--- config.mk ---
export PLATFORM = sky130hd
export DESIGN_NAME = mem_size_probe
export DESIGN_NICKNAME = d
export VERILOG_FILES = /design/src/rtl/msp_pkg.sv /design/src/rtl/msp_wait_timer.sv /design/src/rtl/msp_step_decode.sv /design/src/rtl/mem_size_probe.sv
export SDC_FILE = /design/constraint.sdc
export NUM_CORES = 1
export LEC_CHECK = 0
export BUFFER_PORTS_ARGS = -buffer_cell sky130_fd_sc_hd__buf_2
export CAP_MARGIN = 20
export CORE_UTILIZATION = 46
export CTS_CLUSTER_SIZE = 40
export DETAILED_ROUTE_END_ITERATION = 8
export PLACE_DENSITY = 0.82
export SYNTH_ARGS = -nofsm -noshare
export SYNTH_HDL_FRONTEND = slang
export SYNTH_SLANG_ARGS = --single-unit
export TNS_END_PERCENT = 1
--- constraint.sdc ---
create_clock -name clk -period 2.81 [get_ports clk]
set_input_delay 0.1405 -clock clk [delete_from_list [all_inputs] [get_ports clk]]
set_output_delay 0.1405 -clock clk [all_outputs]
set_load 0.1 [all_outputs]
--- src/rtl/msp_pkg.sv ---
// Shared constants, types and candidate list for the memory size probe.
// Assumes 32-bit byte sizes and a 4-bit register address space.
package msp_pkg;

    localparam int SIZE_W   = 32;
    localparam int DATA_W   = 32;
    localparam int ADDR_W   = 4;
    localparam int NUM_CAND = 5;
    localparam int IDX_W    = $clog2(NUM_CAND);

    // Register addresses on the write port
    localparam logic [ADDR_W-1:0] RA_CTRL    = 4'd0;
    localparam logic [ADDR_W-1:0] RA_BANK0   = 4'd1;
    localparam logic [ADDR_W-1:0] RA_BANK1   = 4'd2;
    localparam logic [ADDR_W-1:0] RA_TIMING  = 4'd3;
    localparam logic [ADDR_W-1:0] RA_REFRESH = 4'd4;

    localparam logic [DATA_W-1:0] CTRL_ON = 32'h8080_0000;

    typedef struct packed {
        logic [SIZE_W-1:0] size;
        logic [DATA_W-1:0] cfg;
    } cand_t;

    typedef enum logic [3:0] {
        ST_IDLE, ST_OFF, ST_BANK0, ST_TIMING, ST_REFR, ST_PRE, ST_ON,
        ST_POST, ST_TEST, ST_B1_OFF, ST_B1_CFG, ST_B1_ON, ST_B1_POST,
        ST_B1_TEST, ST_B1_CLR, ST_B1_OFF2
    } state_e;

    // Candidate layout for a table index, largest first
    function automatic cand_t cand_lookup(input logic [IDX_W-1:0] idx);
        cand_t c;
        case (idx)
            3'd0:    begin c.size = 32'd128 << 20; c.cfg = 32'h000A_4001; end
            3'd1:    begin c.size = 32'd64  << 20; c.cfg = 32'h0008_4001; end
            3'd2:    begin c.size = 32'd32  << 20; c.cfg = 32'h0006_2001; end
            3'd3:    begin c.size = 32'd16  << 20; c.cfg = 32'h0004_6001; end
            default: begin c.size = 32'd4   << 20; c.cfg = 32'h0000_8001; end
        endcase
        return c;
    endfunction

endpackage

--- src/rtl/msp_wait_timer.sv ---
// Down-counting settle timer. A load of N keeps expired low for N-1
// cycles, so a state that waits on expired lasts exactly N cycles.
// Assumes load values of at least 1.
module msp_wait_timer #(
    parameter int CNT_W = 8
) (
    input  logic             clk,
    input  logic             rst_n,
    input  logic             load,
    input  logic [CNT_W-1:0] load_val,
    output logic             expired
);
    logic [CNT_W-1:0] cnt_q;

    // Load or count down towards zero
    always_ff @(posedge clk) begin
        if (!rst_n)           cnt_q <= '0;
        else if (load)        cnt_q <= load_val;
        else if (cnt_q != '0) cnt_q <= cnt_q - 1'b1;
    end

    // Final cycle of the wait
    always_comb expired = (cnt_q <= CNT_W'(1));
endmodule

--- src/rtl/msp_step_decode.sv ---
// Maps the sequencer state to the register write it must present.
// Purely combinational; the sequencer holds the state while stalled.
module msp_step_decode
    import msp_pkg::*;
(
    input  state_e              st,
    input  cand_t               cand,
    input  logic [DATA_W-1:0]   timing_word,
    input  logic [DATA_W-1:0]   refresh_word,
    output logic                wr_valid,
    output logic [ADDR_W-1:0]   wr_addr,
    output logic [DATA_W-1:0]   wr_data
);
    // Address and data per write step
    always_comb begin
        wr_valid = 1'b1;
        wr_addr  = RA_CTRL;
        wr_data  = '0;
        case (st)
            ST_OFF, ST_B1_OFF, ST_B1_OFF2: begin
                wr_addr = RA_CTRL;    wr_data = '0;
            end
            ST_BANK0:  begin wr_addr = RA_BANK0;   wr_data = cand.cfg;           end
            ST_TIMING: begin wr_addr = RA_TIMING;  wr_data = timing_word;        end
            ST_REFR:   begin wr_addr = RA_REFRESH; wr_data = refresh_word;       end
            ST_ON, ST_B1_ON: begin
                wr_addr = RA_CTRL;    wr_data = CTRL_ON;
            end
            ST_B1_CFG: begin wr_addr = RA_BANK1;   wr_data = cand.size | cand.cfg; end
            ST_B1_CLR: begin wr_addr = RA_BANK1;   wr_data = '0;                 end
            default:   begin wr_valid = 1'b0; end
        endcase
    end
endmodule

--- src/rtl/mem_size_probe.sv ---
// Memory size probe sequencer. Walks the candidate list largest first,
// programs the controller for each layout, waits, enables, waits, and
// requests a size test. Optionally adds a second identical bank.
// Assumes the size tester holds test_ack for one cycle per request.
module mem_size_probe
    import msp_pkg::*;
#(
    parameter int                CYC_PER_US   = 100,
    parameter int                PRE_US       = 200,
    parameter int                POST_US      = 10000,
    parameter logic [DATA_W-1:0] TIMING_WORD  = 32'h0086_400D,
    parameter logic [DATA_W-1:0] REFRESH_WORD = 32'h05F0_0000
) (
    input  logic              clk,
    input  logic              rst_n,
    input  logic              start,
    input  logic              second_bank_en,
    output logic              busy,
    output logic              done,
    output logic [SIZE_W-1:0] size_o,
    output logic              rw_valid,
    input  logic              rw_ready,
    output logic [ADDR_W-1:0] rw_addr,
    output logic [DATA_W-1:0] rw_data,
    output logic              test_req,
    input  logic              test_ack,
    output logic [SIZE_W-1:0] test_base,
    output logic [SIZE_W-1:0] test_span,
    input  logic [SIZE_W-1:0] test_size
);
    localparam int PRE_CYC  = PRE_US * CYC_PER_US;
    localparam int POST_CYC = POST_US * CYC_PER_US;
    localparam int MAX_CYC  = (PRE_CYC > POST_CYC) ? PRE_CYC : POST_CYC;
    localparam int CNT_W    = $clog2(MAX_CYC + 1) + 1;
    localparam logic [IDX_W-1:0] LAST_IDX = IDX_W'(NUM_CAND - 1);

    state_e            state_q, state_d;
    logic [IDX_W-1:0]  idx_q;
    logic              dual_q;
    logic              done_q;
    logic [SIZE_W-1:0] size_q;
    cand_t             cand;

    logic              idx_clr, idx_inc, finish;
    logic [SIZE_W-1:0] fin_val;
    logic              tmr_load, tmr_exp;
    logic [CNT_W-1:0]  tmr_val;
    logic              wr_accept;

    // Candidate of the current step
    always_comb cand = cand_lookup(idx_q);

    msp_step_decode u_dec (
        .st           (state_q),
        .cand         (cand),
        .timing_word  (TIMING_WORD),
        .refresh_word (REFRESH_WORD),
        .wr_valid     (rw_valid),
        .wr_addr      (rw_addr),
        .wr_data      (rw_data)
    );

    msp_wait_timer #(.CNT_W(CNT_W)) u_tmr (
        .clk      (clk),
        .rst_n    (rst_n),
        .load     (tmr_load),
        .load_val (tmr_val),
        .expired  (tmr_exp)
    );

    always_comb wr_accept = rw_valid && rw_ready;

    // Next state, table walk and result decisions
    always_comb begin
        state_d  = state_q;
        idx_clr  = 1'b0;
        idx_inc  = 1'b0;
        finish   = 1'b0;
        fin_val  = '0;
        tmr_load = 1'b0;
        tmr_val  = CNT_W'(POST_CYC);
        case (state_q)
            ST_IDLE: if (start) begin state_d = ST_OFF; idx_clr = 1'b1; end
            ST_OFF:    if (wr_accept) state_d = ST_BANK0;
            ST_BANK0:  if (wr_accept) state_d = ST_TIMING;
            ST_TIMING: if (wr_accept) state_d = ST_REFR;
            ST_REFR: if (wr_accept) begin
                state_d  = ST_PRE;
                tmr_load = 1'b1;
                tmr_val  = CNT_W'(PRE_CYC);
            end
            ST_PRE: if (tmr_exp) state_d = ST_ON;
            ST_ON: if (wr_accept) begin state_d = ST_POST; tmr_load = 1'b1; end
            ST_POST: if (tmr_exp) state_d = ST_TEST;
            ST_TEST: if (test_ack) begin
                if (test_size == cand.size) begin
                    if (dual_q) state_d = ST_B1_OFF;
                    else begin
                        state_d = ST_IDLE; finish = 1'b1; fin_val = cand.size;
                    end
                end else if (idx_q == LAST_IDX) begin
                    state_d = ST_IDLE; finish = 1'b1; fin_val = '0;
                end else begin
                    state_d = ST_OFF; idx_inc = 1'b1;
                end
            end
            ST_B1_OFF: if (wr_accept) state_d = ST_B1_CFG;
            ST_B1_CFG: if (wr_accept) state_d = ST_B1_ON;
            ST_B1_ON: if (wr_accept) begin state_d = ST_B1_POST; tmr_load = 1'b1; end
            ST_B1_POST: if (tmr_exp) state_d = ST_B1_TEST;
            ST_B1_TEST: if (test_ack) begin
                if (test_size == cand.size) begin
                    state_d = ST_IDLE; finish = 1'b1;
                    fin_val = {cand.size[SIZE_W-2:0], 1'b0};
                end else state_d = ST_B1_CLR;
            end
            ST_B1_CLR: if (wr_accept) state_d = ST_B1_OFF2;
            ST_B1_OFF2: if (wr_accept) begin
                state_d = ST_IDLE; finish = 1'b1; fin_val = cand.size;
            end
            default: state_d = ST_IDLE;
        endcase
    end

    // State, index, mode latch and result registers
    always_ff @(posedge clk) begin
        if (!rst_n) begin
            state_q <= ST_IDLE;
            idx_q   <= '0;
            dual_q  <= 1'b0;
            done_q  <= 1'b0;
            size_q  <= '0;
        end else begin
            state_q <= state_d;
            done_q  <= finish;
            if (idx_clr) begin
                idx_q  <= '0;
                dual_q <= second_bank_en;
            end else if (idx_inc) begin
                idx_q  <= idx_q + 1'b1;
            end
            if (finish) size_q <= fin_val;
        end
    end

    // Output drive for status and the test port
    always_comb begin
        busy      = (state_q != ST_IDLE);
        done      = done_q;
        size_o    = size_q;
        test_req  = (state_q == ST_TEST) || (state_q == ST_B1_TEST);
        test_base = (state_q == ST_B1_TEST) ? cand.size : '0;
        test_span = cand.size;
    end
endmodule

==> impl_metrics.toml <==
[clock_tree]
cts_setup_buffers = 0
cts_tree = "yes"
numCtsBuffers = 5
clk_latency_ns = 0.30
clk_pin_slew_ns = 0.08
cts-resized-gates = 0
cts_buffer_depth = 2
ctsHoldBuffers = 0
cts.sink_count = 37
cts_root_buf = "clkbuf_8"
htreeDepth = 2

[timing]
rsz0062_at_grt = "false"
maxSlewViolCount = 0
worst_slew_pin_slew_ns = 0.7569
min_period_over_period_pct = 92.88
slew_headroom_pct = 48.83
final-setup-viol-count = 0
hold_viol = 0
fin_ws_ns = 0.2001
skew_ns = 0.009451
finalCriticalPeriod_ns = 2.610
clock.fmax_ghz = 0.3832
hold_ws_ns = 0.08250
setup_tns_ns = 0

[power_and_ir_drop]
p_clk_share_pct = 15.3
pwr-share-comb_pct = 63.7
p_int_mw = 1.603
power.switching_mw = 2.108
power_mw = 3.711
peakVddDrop_v = 0.0006119
p_leak_nw = 1.741
power_density_nw_per_um2 = 1026
seq_power_share_pct = 21.0
p_sw_share_pct = 56.80

[yosys]
yosys_warnings = 0
synth_edf_count = 0
synth_top_flop_cell = "dfxtp_1"
netlist_area_um2 = 3284
ys_seq_elements = 37
seq_area_frac_synth_pct = 22.55
synthArstFlopShare_pct = 0
syn_area_per_cell_um2 = 7.603
syn_inst = 432
ys_types = 57

[worst_setup_path]
r2r_slack_ns = 0.20
crit_chain = "ha_1 > ha_1 > or4_1 > a32oi_2 > and2_1 > mux2i_1 > o21ai_0"
r2r_end = "size_o[23]"
max_stage_delay_ns = 0.52
cp.depth = 7
cp_slowest_cell = "or4_1"
crit_buf_inv = 0
setup.worst_path.start = "idx_q[1]"
reg2reg_depth = 7
critPathMostFrequentCell = "ha_1"
endpoint = "size_o[23]"
end_kind = "flop"
required_ns = 2.97
crit_type = "flop to flop"
arrival_ns = 2.77
critPathMaxFanout = 7
worst_path_dominant_cell_family = "simple AND/OR/NAND/NOR gates"
cp-start-kind = "flop"
worstReg2RegStart = "idx_q[1]"

[detailed_routing]
drt-wirelength-per-cell_um = 12.79
finalWirelength_um = 7779
first_pass_iters = 4
antenna_left = 0
drc_errors = 0
vias = 3005
drt-initial-drc-count = 97
vias_per_cell = 4.942

[floorplan]
die-area_um2 = 7482
initial_core_util_pct = 48.08
rows = 30
die_height_um = 86.50
io_pins = 174
coreArea_um2 = 6832
die_w_um = 86.50

[finish]
layout.cells.non_filler = 608
layout-drive-gt1-share_pct = 23.24
area_growth_pct = 10.13
fill_cells = 654
nNetsFinal = 556
antenna_cells = 0

[grt]
grt_overflow_total = 0
grt_usage_pct = 21.30
antenna_found_initial = 0
grt_pass1_vias = 2703
grt_max_degree = 18
grt_pass1_wl_um = 12480

[place]
gp_congestion = 0.9022
place_ws_ns = 0.2670
post-place-cells = 600
portBuffers = 79
dp_hpwl_um = 6112

[outcome]
status = "complete, no violations"

[job]
drv_cap = 0

[hold_path]
hp-class = "primary input to flop"
[kinds of logic (layout without fill, tap and decap cells)]
family / Yosys count / after routing / synth area share (%)
simple gates: 168 / 168 / 27.09
other cells: 1 / 94 / 0.1142
buf+inv: 129 / 116 / 25.98
xor+xnor: 24 / 24 / 6.400
compound gates: 57 / 57 / 12.42
fa+ha+maj: 7 / 7 / 2.667
flops: 37 / 37 / 22.55
mux: 9 / 9 / 2.781
[power by group through the flow]
stage | Combinational (mW) | Sequential (mW) | Clock [mW]
detailed placement | 2.35 | 0.790 | 0
finish | 2.37 | 0.779 | 0.567
floorplan | 2.13 | 0.735 | 0
global route | 2.55 | 0.797 | 0.606
global placement | 2.32 | 0.783 | 0
CTS | 2.37 | 0.777 | 0.574
[worst reg2reg max path: cells and delay by family (launching register included)]
kind	cells	cell delay (ns)
compound gates	2	0.43
fa+ha+maj	2	0.40
flops	1	0.36
mux	1	0.43
simple gates	2	0.85
[state kept, by name, indices dropped and copies added (netlist names)]
name,count
done,1
dual_q,1
idx_q,3
size_o,7
state_q,4
u_tmr.cnt_q,21
[layer usage]
layer	vias to the layer above	track usage (%)	wire, µm
met1	1361	24.17	3030
met2	163	38.67	3995
met3	16	4.762	600
met5	-	0	0
met4	0	8.333	153
li1	1465	-	-
[metrics by stage]
| step | instance area, µm² | utilization [%] |
|---|---|---|
| finish | 3617 | 52.95 |
| global route | 3617 | 52.95 |
| CTS | 3617 | 52.95 |
| detailed placement | 3480 | 50.93 |
| global placement | 3480 | 50.93 |
| floorplan | 3656 | - |
[cells in the mapped netlist (all sizes together) (5+ instances only)]
master	instances	area (µm²)
a211oi	6	60.06
a21oi	13	65.06
a31oi	5	31.28
buf	100	744.5
clkbuf	14	52.55
dfxtp	37	740.7
ha	7	87.58
inv	15	56.30
mux2i	8	80.08
nand2	23	86.33
nand2b	7	43.79
nand3	23	115.1
nand4	11	75.07
nor2	47	176.4
nor3	12	60.06
nor4	12	90.09
o21ai	9	45.04
or3	7	48.80
xnor2	11	96.34
xor2	13	113.9
[layout make-up]
class / instances / area, µm² / share of cell area, %
clock buffer: 5 / 68.82 / 1.902
clock inverter: 3 / 68.82 / 1.902
tap: 96 / 120.1 / 3.321
inverter: 15 / 56.30 / 1.557
timing repair buffer: 93 / 500.5 / 13.84
multi-input combinational: 359 / 2062 / 57.00
sequential: 37 / 740.7 / 20.48
[placed cells by master, fill, tap and decap left out, drive strengths merged, types with 4 or more instances in the layout]
| master | count |
|---|---|
| a211oi | 6 |
| conb | 94 |
| nor4 | 12 |
| nor2 | 47 |
| a21oi | 13 |
| xor2 | 13 |
| nor3b | 4 |
| mux2i | 8 |
| nand2 | 23 |
| buf | 93 |
| nand2b | 7 |
| nand4 | 11 |
| inv | 16 |
| nor2b | 4 |
| o21ai | 9 |
| xnor2 | 11 |
| clkbuf | 5 |
| nor3 | 12 |
| a31oi | 5 |
| nand3 | 23 |
| or3 | 7 |
| dfxtp | 37 |
| ha | 7 |
| o21a | 4 |
[worst min path at each step]
| stage | start | to | slack [ns] | cells past startpoint |
|---|---|---|---|---|
| 3_3_place_gp | second_bank_en | dual_q | 0.37 | 3 |
| 3_5_place_dp | second_bank_en | dual_q | 0.40 | 3 |
| 2_1_floorplan | test_ack | size_o[28] | 0.28 | 2 |
| 4_1_cts | second_bank_en | dual_q | 0.09 | 3 |
| 6_report | second_bank_en | dual_q | 0.08 | 3 |
| 5_1_grt | second_bank_en | dual_q | 0.08 | 3 |
Note: power is estimated with default switching activity, not from simulation.
